[config.mk]
export PLATFORM = sky130hd
export DESIGN_NAME = dma_cycle_steal
export DESIGN_NICKNAME = d
export VERILOG_FILES = /design/src/rtl/dmac_pkg.sv /design/src/rtl/dmac_chan_regs.sv /design/src/rtl/dmac_prio_pick.sv /design/src/rtl/dmac_sequencer.sv /design/src/rtl/dma_cycle_steal.sv
export SDC_FILE = /design/constraint.sdc
export NUM_CORES = 1
export LEC_CHECK = 0
export BUFFER_PORTS_ARGS = -buffer_cell sky130_fd_sc_hd__buf_2
export CORE_MARGIN = 2
export CORE_UTILIZATION = 29
export DETAILED_ROUTE_END_ITERATION = 8
export PLACE_DENSITY_LB_ADDON = 0.05
export SLEW_MARGIN = 20
export SYNTH_ARGS = -nofsm -noshare
export SYNTH_HDL_FRONTEND = slang
export SYNTH_SLANG_ARGS = --single-unit
[constraint.sdc]
create_clock -name clk -period 4 [get_ports clk]
set_clock_uncertainty 0.15 [all_clocks]
set_input_delay 0.2 -clock clk [delete_from_list [all_inputs] [get_ports clk]]
set_output_delay 0.2 -clock clk [all_outputs]
set_load 0.1 [all_outputs]
[src/rtl/dmac_pkg.sv]
// Shared definitions for the cycle-stealing DMA controller.
// Assumes: register select field codes and mode bit positions below are
// the software-visible encoding.
package dmac_pkg;
    typedef enum logic [2:0] {
        ST_IDLE    = 3'd0,
        ST_HOLD    = 3'd1,
        ST_BUS_A   = 3'd2,
        ST_BUS_B   = 3'd3,
        ST_RELEASE = 3'd4
    } seq_state_e;

    localparam logic [1:0] FLD_ADDR  = 2'd0;
    localparam logic [1:0] FLD_COUNT = 2'd1;
    localparam logic [1:0] FLD_MODE  = 2'd2;

    localparam int MODE_TO_DEV  = 0;
    localparam int MODE_TWO_CYC = 1;
endpackage

[src/rtl/dmac_chan_regs.sv]
// Per-channel register file: base/current address and count, mode,
// enable and completion status, plus the register read mux.
// Assumes: at most one transfer update per cycle; a register write in
// the same cycle as an update wins over it.
module dmac_chan_regs
    import dmac_pkg::*;
#(
    parameter int NCH = 4,
    parameter int AW  = 16,
    parameter int CW  = 16,
    parameter int RW  = 16,
    parameter int CHW = 2,
    parameter int SELW = 5
) (
    input  logic            clk,
    input  logic            rst_n,
    input  logic            wr,
    input  logic [SELW-1:0] sel,
    input  logic [RW-1:0]   wdata,
    output logic [RW-1:0]   rdata,
    input  logic            upd,
    input  logic [CHW-1:0]  upd_ch,
    input  logic [CHW-1:0]  view_ch,
    output logic [AW-1:0]   view_addr,
    output logic [NCH-1:0]  en,
    output logic [NCH-1:0]  to_dev,
    output logic [NCH-1:0]  two_cyc,
    output logic [NCH-1:0]  tc
);
    logic [AW-1:0] base_a [NCH];
    logic [AW-1:0] cur_a  [NCH];
    logic [CW-1:0] base_c [NCH];
    logic [CW-1:0] cur_c  [NCH];
    logic [1:0]    mode   [NCH];

    logic           is_glob;
    logic [CHW-1:0] wch;
    logic [1:0]     fld;
    logic           last_xfer;
    logic [NCH-1:0] tc_set;
    logic [NCH-1:0] tc_clr;

    assign is_glob   = sel[SELW-1];
    assign wch       = sel[CHW+1:2];
    assign fld       = sel[1:0];
    assign last_xfer = upd && (cur_c[upd_ch] == '0);
    assign view_addr = cur_a[view_ch];

    // Split each channel's mode into its direction and form bits.
    for (genvar g = 0; g < NCH; g++) begin : g_mode
        assign to_dev[g]  = mode[g][MODE_TO_DEV];
        assign two_cyc[g] = mode[g][MODE_TWO_CYC];
    end

    // Completion flag set and write-one-to-clear masks.
    always_comb begin
        tc_set = last_xfer ? (NCH'(1) << upd_ch) : '0;
        tc_clr = (wr && is_glob && sel[0]) ? wdata[NCH-1:0] : '0;
    end

    // Completion status register.
    always_ff @(posedge clk) begin
        if (!rst_n) tc <= '0;
        else        tc <= (tc | tc_set) & ~tc_clr;
    end

    // Address/count stepping, reload on completion, and software writes.
    always_ff @(posedge clk) begin
        if (!rst_n) begin
            en <= '0;
            for (int i = 0; i < NCH; i++) begin
                base_a[i] <= '0;
                cur_a[i]  <= '0;
                base_c[i] <= '0;
                cur_c[i]  <= '0;
                mode[i]   <= '0;
            end
        end else begin
            if (upd) begin
                if (last_xfer) begin
                    cur_a[upd_ch] <= base_a[upd_ch];
                    cur_c[upd_ch] <= base_c[upd_ch];
                    en[upd_ch]    <= 1'b0;
                end else begin
                    cur_a[upd_ch] <= cur_a[upd_ch] + AW'(1);
                    cur_c[upd_ch] <= cur_c[upd_ch] - CW'(1);
                end
            end
            if (wr) begin
                if (is_glob) begin
                    if (!sel[0]) en <= wdata[NCH-1:0];
                end else begin
                    case (fld)
                        FLD_ADDR: begin
                            base_a[wch] <= wdata[AW-1:0];
                            cur_a[wch]  <= wdata[AW-1:0];
                        end
                        FLD_COUNT: begin
                            base_c[wch] <= wdata[CW-1:0];
                            cur_c[wch]  <= wdata[CW-1:0];
                        end
                        FLD_MODE: mode[wch] <= wdata[1:0];
                        default: ;
                    endcase
                end
            end
        end
    end

    // Read mux for the selected register.
    always_comb begin
        rdata = '0;
        if (is_glob) begin
            rdata[NCH-1:0] = sel[0] ? tc : en;
        end else begin
            case (fld)
                FLD_ADDR:  rdata[AW-1:0] = cur_a[wch];
                FLD_COUNT: rdata[CW-1:0] = cur_c[wch];
                FLD_MODE:  rdata[1:0]    = mode[wch];
                default:   rdata = '0;
            endcase
        end
    end
endmodule

[src/rtl/dmac_prio_pick.sv]
// Fixed-priority picker: reports whether any request is set and the
// index of the lowest-numbered one.
// Assumes: N >= 2.
module dmac_prio_pick #(
    parameter int N = 4,
    parameter int W = 2
) (
    input  logic [N-1:0] req,
    output logic         any,
    output logic [W-1:0] idx
);
    // Scan from the top so the lowest set index is the one left behind.
    always_comb begin
        any = |req;
        idx = '0;
        for (int i = N - 1; i >= 0; i--) begin
            if (req[i]) idx = W'(i);
        end
    end
endmodule

[src/rtl/dmac_sequencer.sv]
// Bus ownership sequencer: hold handshake, one transfer per grant,
// strobe generation for the direct and two-cycle forms.
// Assumes: hold_ack stays high from grant until hold_req falls.
module dmac_sequencer
    import dmac_pkg::*;
#(
    parameter int NCH = 4,
    parameter int CHW = 2,
    parameter int DW  = 8
) (
    input  logic           clk,
    input  logic           rst_n,
    input  logic           req_any,
    input  logic [CHW-1:0] req_idx,
    input  logic           hold_ack,
    input  logic           to_dev,
    input  logic           two_cyc,
    input  logic [DW-1:0]  data_in,
    output logic [CHW-1:0] cur_ch,
    output logic           upd,
    output logic           hold_req,
    output logic [NCH-1:0] dack,
    output logic           bus_on,
    output logic           data_oe,
    output logic           mem_rd,
    output logic           mem_wr,
    output logic           io_rd,
    output logic           io_wr,
    output logic [DW-1:0]  data_out
);
    seq_state_e state;
    logic       in_a;
    logic       in_b;

    assign in_a = (state == ST_BUS_A);
    assign in_b = (state == ST_BUS_B);

    // State, granted channel and data capture register.
    always_ff @(posedge clk) begin
        if (!rst_n) begin
            state    <= ST_IDLE;
            cur_ch   <= '0;
            data_out <= '0;
        end else begin
            case (state)
                ST_IDLE: if (req_any) state <= ST_HOLD;
                ST_HOLD: if (hold_ack) begin
                    if (req_any) begin
                        cur_ch <= req_idx;
                        state  <= ST_BUS_A;
                    end else begin
                        state <= ST_RELEASE;
                    end
                end
                ST_BUS_A: begin
                    if (two_cyc) begin
                        data_out <= data_in;
                        state    <= ST_BUS_B;
                    end else begin
                        state <= ST_RELEASE;
                    end
                end
                ST_BUS_B:   state <= ST_RELEASE;
                ST_RELEASE: if (!hold_ack) state <= ST_IDLE;
                default:    state <= ST_IDLE;
            endcase
        end
    end

    // Bus outputs decoded from the state and the granted channel's mode.
    always_comb begin
        bus_on   = in_a || in_b;
        hold_req = bus_on || (state == ST_HOLD);
        dack     = bus_on ? (NCH'(1) << cur_ch) : '0;
        data_oe  = in_b;
        upd      = (in_a && !two_cyc) || in_b;
        mem_rd   = in_a && to_dev;
        io_rd    = in_a && !to_dev;
        io_wr    = to_dev && ((in_a && !two_cyc) || in_b);
        mem_wr   = !to_dev && ((in_a && !two_cyc) || in_b);
    end
endmodule

[src/rtl/dma_cycle_steal.sv]
// Top level of the cycle-stealing DMA controller: ties the register
// file, channel picker and bus sequencer together.
// Assumes: NCH >= 2; register writes do not target a channel mid-transfer.
module dma_cycle_steal #(
    parameter int NCH = 4,
    parameter int AW  = 16,
    parameter int CW  = 16,
    parameter int DW  = 8
) (
    input  logic                          clk,
    input  logic                          rst_n,
    input  logic                          cfg_wr,
    input  logic [$clog2(NCH)+2:0]        cfg_sel,
    input  logic [((AW>CW)?AW:CW)-1:0]    cfg_wdata,
    output logic [((AW>CW)?AW:CW)-1:0]    cfg_rdata,
    input  logic [NCH-1:0]                dreq,
    output logic [NCH-1:0]                dack,
    output logic                          hold_req,
    input  logic                          hold_ack,
    output logic [AW-1:0]                 bus_addr,
    output logic                          addr_oe,
    output logic                          ctrl_oe,
    output logic                          mem_rd,
    output logic                          mem_wr,
    output logic                          io_rd,
    output logic                          io_wr,
    input  logic [DW-1:0]                 data_in,
    output logic [DW-1:0]                 data_out,
    output logic                          data_oe,
    output logic                          irq
);
    localparam int CHW  = $clog2(NCH);
    localparam int SELW = CHW + 3;
    localparam int RW   = (AW > CW) ? AW : CW;

    logic [NCH-1:0] en;
    logic [NCH-1:0] to_dev;
    logic [NCH-1:0] two_cyc;
    logic [NCH-1:0] tc;
    logic           req_any;
    logic [CHW-1:0] req_idx;
    logic [CHW-1:0] cur_ch;
    logic           upd;
    logic           bus_on;
    logic [AW-1:0]  view_addr;

    dmac_chan_regs #(
        .NCH(NCH), .AW(AW), .CW(CW), .RW(RW), .CHW(CHW), .SELW(SELW)
    ) u_regs (
        .clk(clk), .rst_n(rst_n),
        .wr(cfg_wr), .sel(cfg_sel), .wdata(cfg_wdata), .rdata(cfg_rdata),
        .upd(upd), .upd_ch(cur_ch), .view_ch(cur_ch), .view_addr(view_addr),
        .en(en), .to_dev(to_dev), .two_cyc(two_cyc), .tc(tc)
    );

    dmac_prio_pick #(.N(NCH), .W(CHW)) u_pick (
        .req(dreq & en), .any(req_any), .idx(req_idx)
    );

    dmac_sequencer #(.NCH(NCH), .CHW(CHW), .DW(DW)) u_seq (
        .clk(clk), .rst_n(rst_n),
        .req_any(req_any), .req_idx(req_idx), .hold_ack(hold_ack),
        .to_dev(to_dev[cur_ch]), .two_cyc(two_cyc[cur_ch]), .data_in(data_in),
        .cur_ch(cur_ch), .upd(upd), .hold_req(hold_req), .dack(dack),
        .bus_on(bus_on), .data_oe(data_oe),
        .mem_rd(mem_rd), .mem_wr(mem_wr), .io_rd(io_rd), .io_wr(io_wr),
        .data_out(data_out)
    );

    // Address and control drivers follow bus ownership; address idles at zero.
    always_comb begin
        addr_oe  = bus_on;
        ctrl_oe  = bus_on;
        bus_addr = bus_on ? view_addr : '0;
        irq      = |tc;
    end
endmodule

; After elaboration in Yosys (flattened, before gate mapping)
; Memories as Yosys holds them, arrays and structs flattened. A register that Yosys moved wholly into a read port is not among the register bits.
; Index checks and enable logic that the tools add are counted.
[totals]
ramBits = 264
input_bits = 37
mem_count = 5
reg_bits = 21
[mem_list]
columns = memory, words, word_bits, rd, rd_ports_with_merged_regs, write_ports, line
row1 = u_regs.base_a, 4, 16, 1, 1, 4, dmac_chan_regs.sv:30  ; logic [AW-1:0] base_a [NCH];
row2 = u_regs.base_c, 4, 16, 1, 1, 4, dmac_chan_regs.sv:32  ; logic [CW-1:0] base_c [NCH];
row3 = u_regs.cur_a, 4, 16, 2, 1, 4, dmac_chan_regs.sv:31  ; logic [AW-1:0] cur_a [NCH];
row4 = u_regs.cur_c, 4, 16, 2, 1, 4, dmac_chan_regs.sv:33  ; logic [CW-1:0] cur_c [NCH];
row5 = u_regs.mode, 4, 2, 5, 0, 4, dmac_chan_regs.sv:34  ; logic [1:0] mode [NCH];
[classes]
addsub = 2
n_shift = 1
bitwise = 8
magnitude_cmp = 2
eq_ne = 9
n_reduce_logical = 29
n_mux = 85
[op_table]
columns = op, count
row1 = 2-to-1 mux 16 bit, 9
row2 = OR reduction 16 bit, 6
row3 = 2-to-1 mux 2 bit, 20
row4 = 2-to-1 mux 4 bit, 10
row5 = 2-to-1 mux 1 bit, 34
row6 = one-hot mux 14 bit (2 select lines), 1
row7 = "adder 16 x 1 -> 16 bit, second input constant", 1
row8 = logical NOT 16 bit, 1
row9 = "subtractor 16 x 1 -> 16 bit, second input constant", 1
row10 = 2-to-1 mux 3 bit, 5
row11 = one-hot mux 3 bit (5 select lines), 1
row12 = bitwise AND 4 bit, 3
row13 = 2-to-1 mux 12 bit, 1
row14 = logical AND 1 bit, 9
row15 = NOT 4 bit, 2
row16 = OR reduction 4 bit, 2
row17 = "== test 3 x 2 -> 1 bit, second input constant", 2
row18 = "!= test 2 bit, second input constant", 3
row19 = one-hot mux 2 bit (3 select lines), 1
row20 = AND reduction 3 bit, 2
row21 = binary-select mux 1 bit (select 2 bit), 2
row22 = bitwise OR 4 bit, 1
row23 = "left shift 1 x 2 -> 4 bit, first input constant", 1
row24 = "== test 3 x 1 -> 1 bit, second input constant", 1
row25 = 13 further kinds, 17

; Logic depth before layout (Yosys ltp)
[depth]
word_depth = 13
depth_mapped = 13

; Modules after synthesis
; Synthesis repeated with hierarchy kept, for this count alone.
[unflattened]
cells_unflattened = 1215
hier_area_um2 = 15606.2
[modules_own_cells]
columns = module, cells_per_inst, area_per_inst_um2, n_inst
row1 = dmac_chan_regs, 1107, 14704.1, 1
row2 = dmac_sequencer, 76, 670.6, 1
row3 = dma_cycle_steal, 25, 196.4, 1
row4 = dmac_prio_pick, 7, 35.0, 1

; Least setup slack after synthesis
; Ideal clock, no wire load.
[synth_path]
path_type = input port to output port
start = in cfg_sel[2]
end = out cfg_rdata[2] (netlist bit)
t_arrival_ns = 3.465
required_time_ns = 3.650
slack_ns = 0.185
n_path_buf = 2
path_stages = 5
path_cell_list = clkbuf_1 > clkbuf_1 > mux4_2 > mux2i_1 > o21ai_0
[synth_between]
elab_chain_len = 3
elab_cells_between_ends = 4
[synth_rtl]
columns = item, line
row1 = "start, declared", dma_cycle_steal.sv:13  ; input logic [$clog2(NCH)+2:0] cfg_sel,
row2 = "memory (4 x 16 bit), on equally long branches", -
row3 = one-hot mux 14 bit (2 select lines) (*), dmac_chan_regs.sv:116  ; case (fld)
row4 = 2-to-1 mux 4 bit (*), dmac_chan_regs.sv:113  ; if (is_glob) begin
row5 = "end, declared", dma_cycle_steal.sv:15  ; output logic [((AW>CW)?AW:CW)-1:0] cfg_rdata,
; Mark *: on every way between the ends. The rest lies on a longest branch, timed or not.

==> flow_metrics.py <==
metrics = {
    "route": {
        "route.vias.total": 10700,
        "postRouteAntennaNets": 0,
        "1st_pass_router_iterations": 5,
        "drc_violation_count_after_routing": 0,
        "drt_iter0_drc": 818,
        "drt-vias-per-instance": 5.33,
        "totalWireLength_mm": 56.8,
        "drt-wirelength-per-cell_um": 28.4,
    },
    "synthesis": {
        "ys_seq_area_share_pct": 55.3,
        "synth_fp_nets": 1182,
        "synthDominantCellAreaShare_pct": 52.3,
        "proportion_of_register_bits_with_asynchronous_set_or_reset_after_synthesis_pct": 0,
        "synth_area_sq_mm": 0.0152,
        "main_synth_ff_type": "edfxtp_1",
        "synth.ff_latch_count": 287,
        "yosys_synthesis_warning_count": 0,
        "synth_area_leader_cell": "edfxtp_1",
        "synth_top_cells_by_area": "edfxtp_1, mux4_2, dfxtp_1",
        "syn-mean-instance-area_sq_um": 13.3,
        "synth_edf_count": 264,
        "syn_inst": 1142,
        "post_synth_num_cell_types": 64,
    },
    "clock_network": {
        "tritoncts": "built",
        "cts.repair_timing.setup_buffer_count": 0,
        "clock-sinks": 287,
        "holdBufCountCts": 27,
        "cts-root-to-sink-buffers": 3,
        "worst_setup_hold_path_clk_slew_ns": 0.06,
        "clock_tree.htree_level_count": 2,
        "cts_made_buffers": 38,
        "postCtsResizedCells": 0,
        "clock_latency_ns": 0.56,
        "clock_root_buffer": "clkbuf_16",
    },
    "pwr": {
        "comb_power_share_pct": 9.3,
        "seq_power_share_pct": 45.2,
        "power.static_leakage_nw": 6.94,
        "clockPowerShare_pct": 45.5,
        "power.density_cell_area_mw_per_mm2": 420,
        "max-vdd-ir-drop_uv": 233,
        "p_switching_mw": 1.91,
        "switching_share_pct": 24.9,
        "internal-power_mw": 5.77,
    },
    "floorplanning": {
        "floorplan.rows": 83,
        "design.portCount": 90,
        "die_h_um": 233,
        "die_x_um": 233,
        "die_area_sq_mm": 0.0541,
        "core_outline_area_sq_mm": 0.0515,
        "initial_core_util_pct": 29.4,
    },
    "worst_setup_path": {
        "worst_ep_arrival_time_ns": 3.81,
        "cpLargestDelayFamily": "multiplexers",
        "crit_path_start_kind": "flop",
        "timing.critical_path.slowest_stage_cell": "mux4_2",
        "timing_worst_setup_path_type": "flop to flop",
        "critical_path.n_buffers_inverters": 1,
        "cp_data_required_time_ns": 4.16,
        "critical-path-max-stage-delay_ns": 0.63,
        "critical_path.cell_chain": "mux4_2 > inv_1 > ha_1 > nand2_1 > o22ai_1 > nor4b_4 > nand2_4 > mux2_4 > a22o_1",
        "critPathMaxFanout": 20,
        "critical_path_capture_point_type": "flop",
    },
    "finish": {
        "finalNetCount": 1332,
        "final_common_cell": "edfxtp_1",
        "seq_area_sq_mm": 0.00840,
        "area_delta_synth_final_pct": 20.5,
        "most-common-layout-cells": "edfxtp_1, nor2_1, mux4_2, buf_2, buf_4",
        "multi_input_comb_area_sq_mm": 0.00633,
        "drive_gt1_share_pct": 27.7,
        "antenna_cells": 0,
        "fill_cells": 5111,
    },
    "worst_hold_path": {
        "timing.hold.worst.class": "input pin to flop",
    },
    "global_route": {
        "number_of_antenna_violations_at_the_first_check_in_global_routing": 0,
        "groute.usage.overall_pct": 21.3,
        "grt_max_degree": 53,
        "via_count_of_the_first_global_routing_pass": 11000,
        "grt_remaining_overflow": 0,
        "grt_first_pass_wirelength_mm": 81.1,
    },
    "sta": {
        "timing_max_transition_violations_final": 0,
        "final.period_utilization_pct": 91.3,
        "setup_viol_count_final": 0,
        "fin_worst_hold_slack_ns": 0.0178,
        "min_period_ns": 3.65,
        "worst_pin_slew_ns": 0.825,
        "report.final.hold_viol_count": 0,
        "totalNegativeSetupSlack_ns": 0,
        "max_freq_mhz": 274,
        "slew_headroom_pct": 45.0,
        "grt_setup_unrepaired": "false",
    },
    "place": {
        "finalWeightedCongestion": 0.815,
        "port_buffers": 89,
        "place.detailed.hpwl_mm": 38.9,
    },
    "run_status": {
        "outcome": "finished, final reports clean",
    },
    "flow_run": {
        "number_of_violations_of_the_max_capacitance_limit": 0,
    },
}
[cells in the mapped netlist, types with 7 or more instances]
| cell | instances |
|---|---|
| edfxtp_1 | 264 |
| nor2_1 | 102 |
| mux4_2 | 99 |
| nand2_1 | 63 |
| and3_1 | 61 |
| clkbuf_1 | 59 |
| mux2i_1 | 41 |
| o22ai_1 | 40 |
| and2_1 | 37 |
| o21bai_1 | 37 |
| inv_1 | 31 |
| nand3_1 | 31 |
| a21oi_1 | 30 |
| o21ai_0 | 25 |
| dfxtp_1 | 23 |
| a21o_1 | 21 |
| nor3_1 | 20 |
| xnor2_1 | 11 |
| xor2_1 | 10 |
| nor4_1 | 9 |
| buf_1 | 8 |
| mux2_2 | 8 |
| buf_2 | 7 |
| nand2b_1 | 7 |
[power by group through the flow]
stage	registers (mW)	clock network (mW)	logic, mW
6_report	3.47	3.49	0.714
5_1_grt	3.48	3.67	0.755
4_1_cts	3.47	3.57	0.724
3_5_place_dp	3.53	0	0.702
3_3_place_gp	3.53	0	0.706
2_1_floorplan	3.51	0	0.409
[metrics by stage]
stage                     std cells  util (%)  worst slack (ns)  power (mW)  cell area, sq um
after global routing           2000      35.5             0.134        7.91             18300
after CTS                      2000      35.5             0.316        7.76             18300
final                          2000      35.5             0.347        7.67             18300
after detailed placement       1905      32.5             0.324        4.23             16700
after global placement         1905      32.5             0.383        4.24             16700
after floorplan                1142         -             0.185        3.92             15200
[registers in the layout, summed over array words and instances (netlist names), named ones only]
signal          count
u_regs.base_a      64
u_regs.base_c      64
u_regs.cur_a       64
u_regs.cur_c       64
u_regs.mode         8
u_seq.data_out      8
u_regs.en           4
u_regs.tc           4
u_seq.state         3
u_seq.cur_ch        2
[worst paths after layout]
kind                startpoint                 end  slack, ns  cells after the start
hold / removal    cfg_wdata[3]  u_regs.cur_c[3][3]       0.02                      2
setup reg to reg          flop  u_regs.cur_c[3][4]       0.35                      9
hold reg to reg   u_regs.tc[2]        u_regs.tc[2]       0.31                      2
setup / recovery          flop  u_regs.cur_c[3][4]       0.35                      9
[layer usage]
metal,global-route usage (%),share of wire [%],vias to the layer above
met5,0,0,-
met4,6.05,2.8,0
met3,3.36,4.9,77
met2,33.8,46,309
met1,30.1,46,5494
li1,-,-,4770
[cell type report]
cell class / count / area share [%]
Clock inverter: 18 / 1.04
Multi-Input combinational cell: 744 / 34.7
Inverter: 31 / 0.637
Clock buffer: 50 / 5.80
Tap cell: 680 / 4.66
Sequential cell: 287 / 46.0
Timing Repair Buffer: 190 / 7.23
[cell families (layout without fill, tap and decap cells)]
group | after synthesis | in the layout | share of synthesized area, %
buf+inv | 111 | 289 | 3.05
mux | 149 | 149 | 18.1
compound gates | 206 | 206 | 9.51
fa+ha+maj | 3 | 3 | 0.248
flops | 287 | 287 | 55.3
simple gates | 365 | 365 | 12.5
xor+xnor | 21 | 21 | 1.21
(Power assumes the default switching activity.)
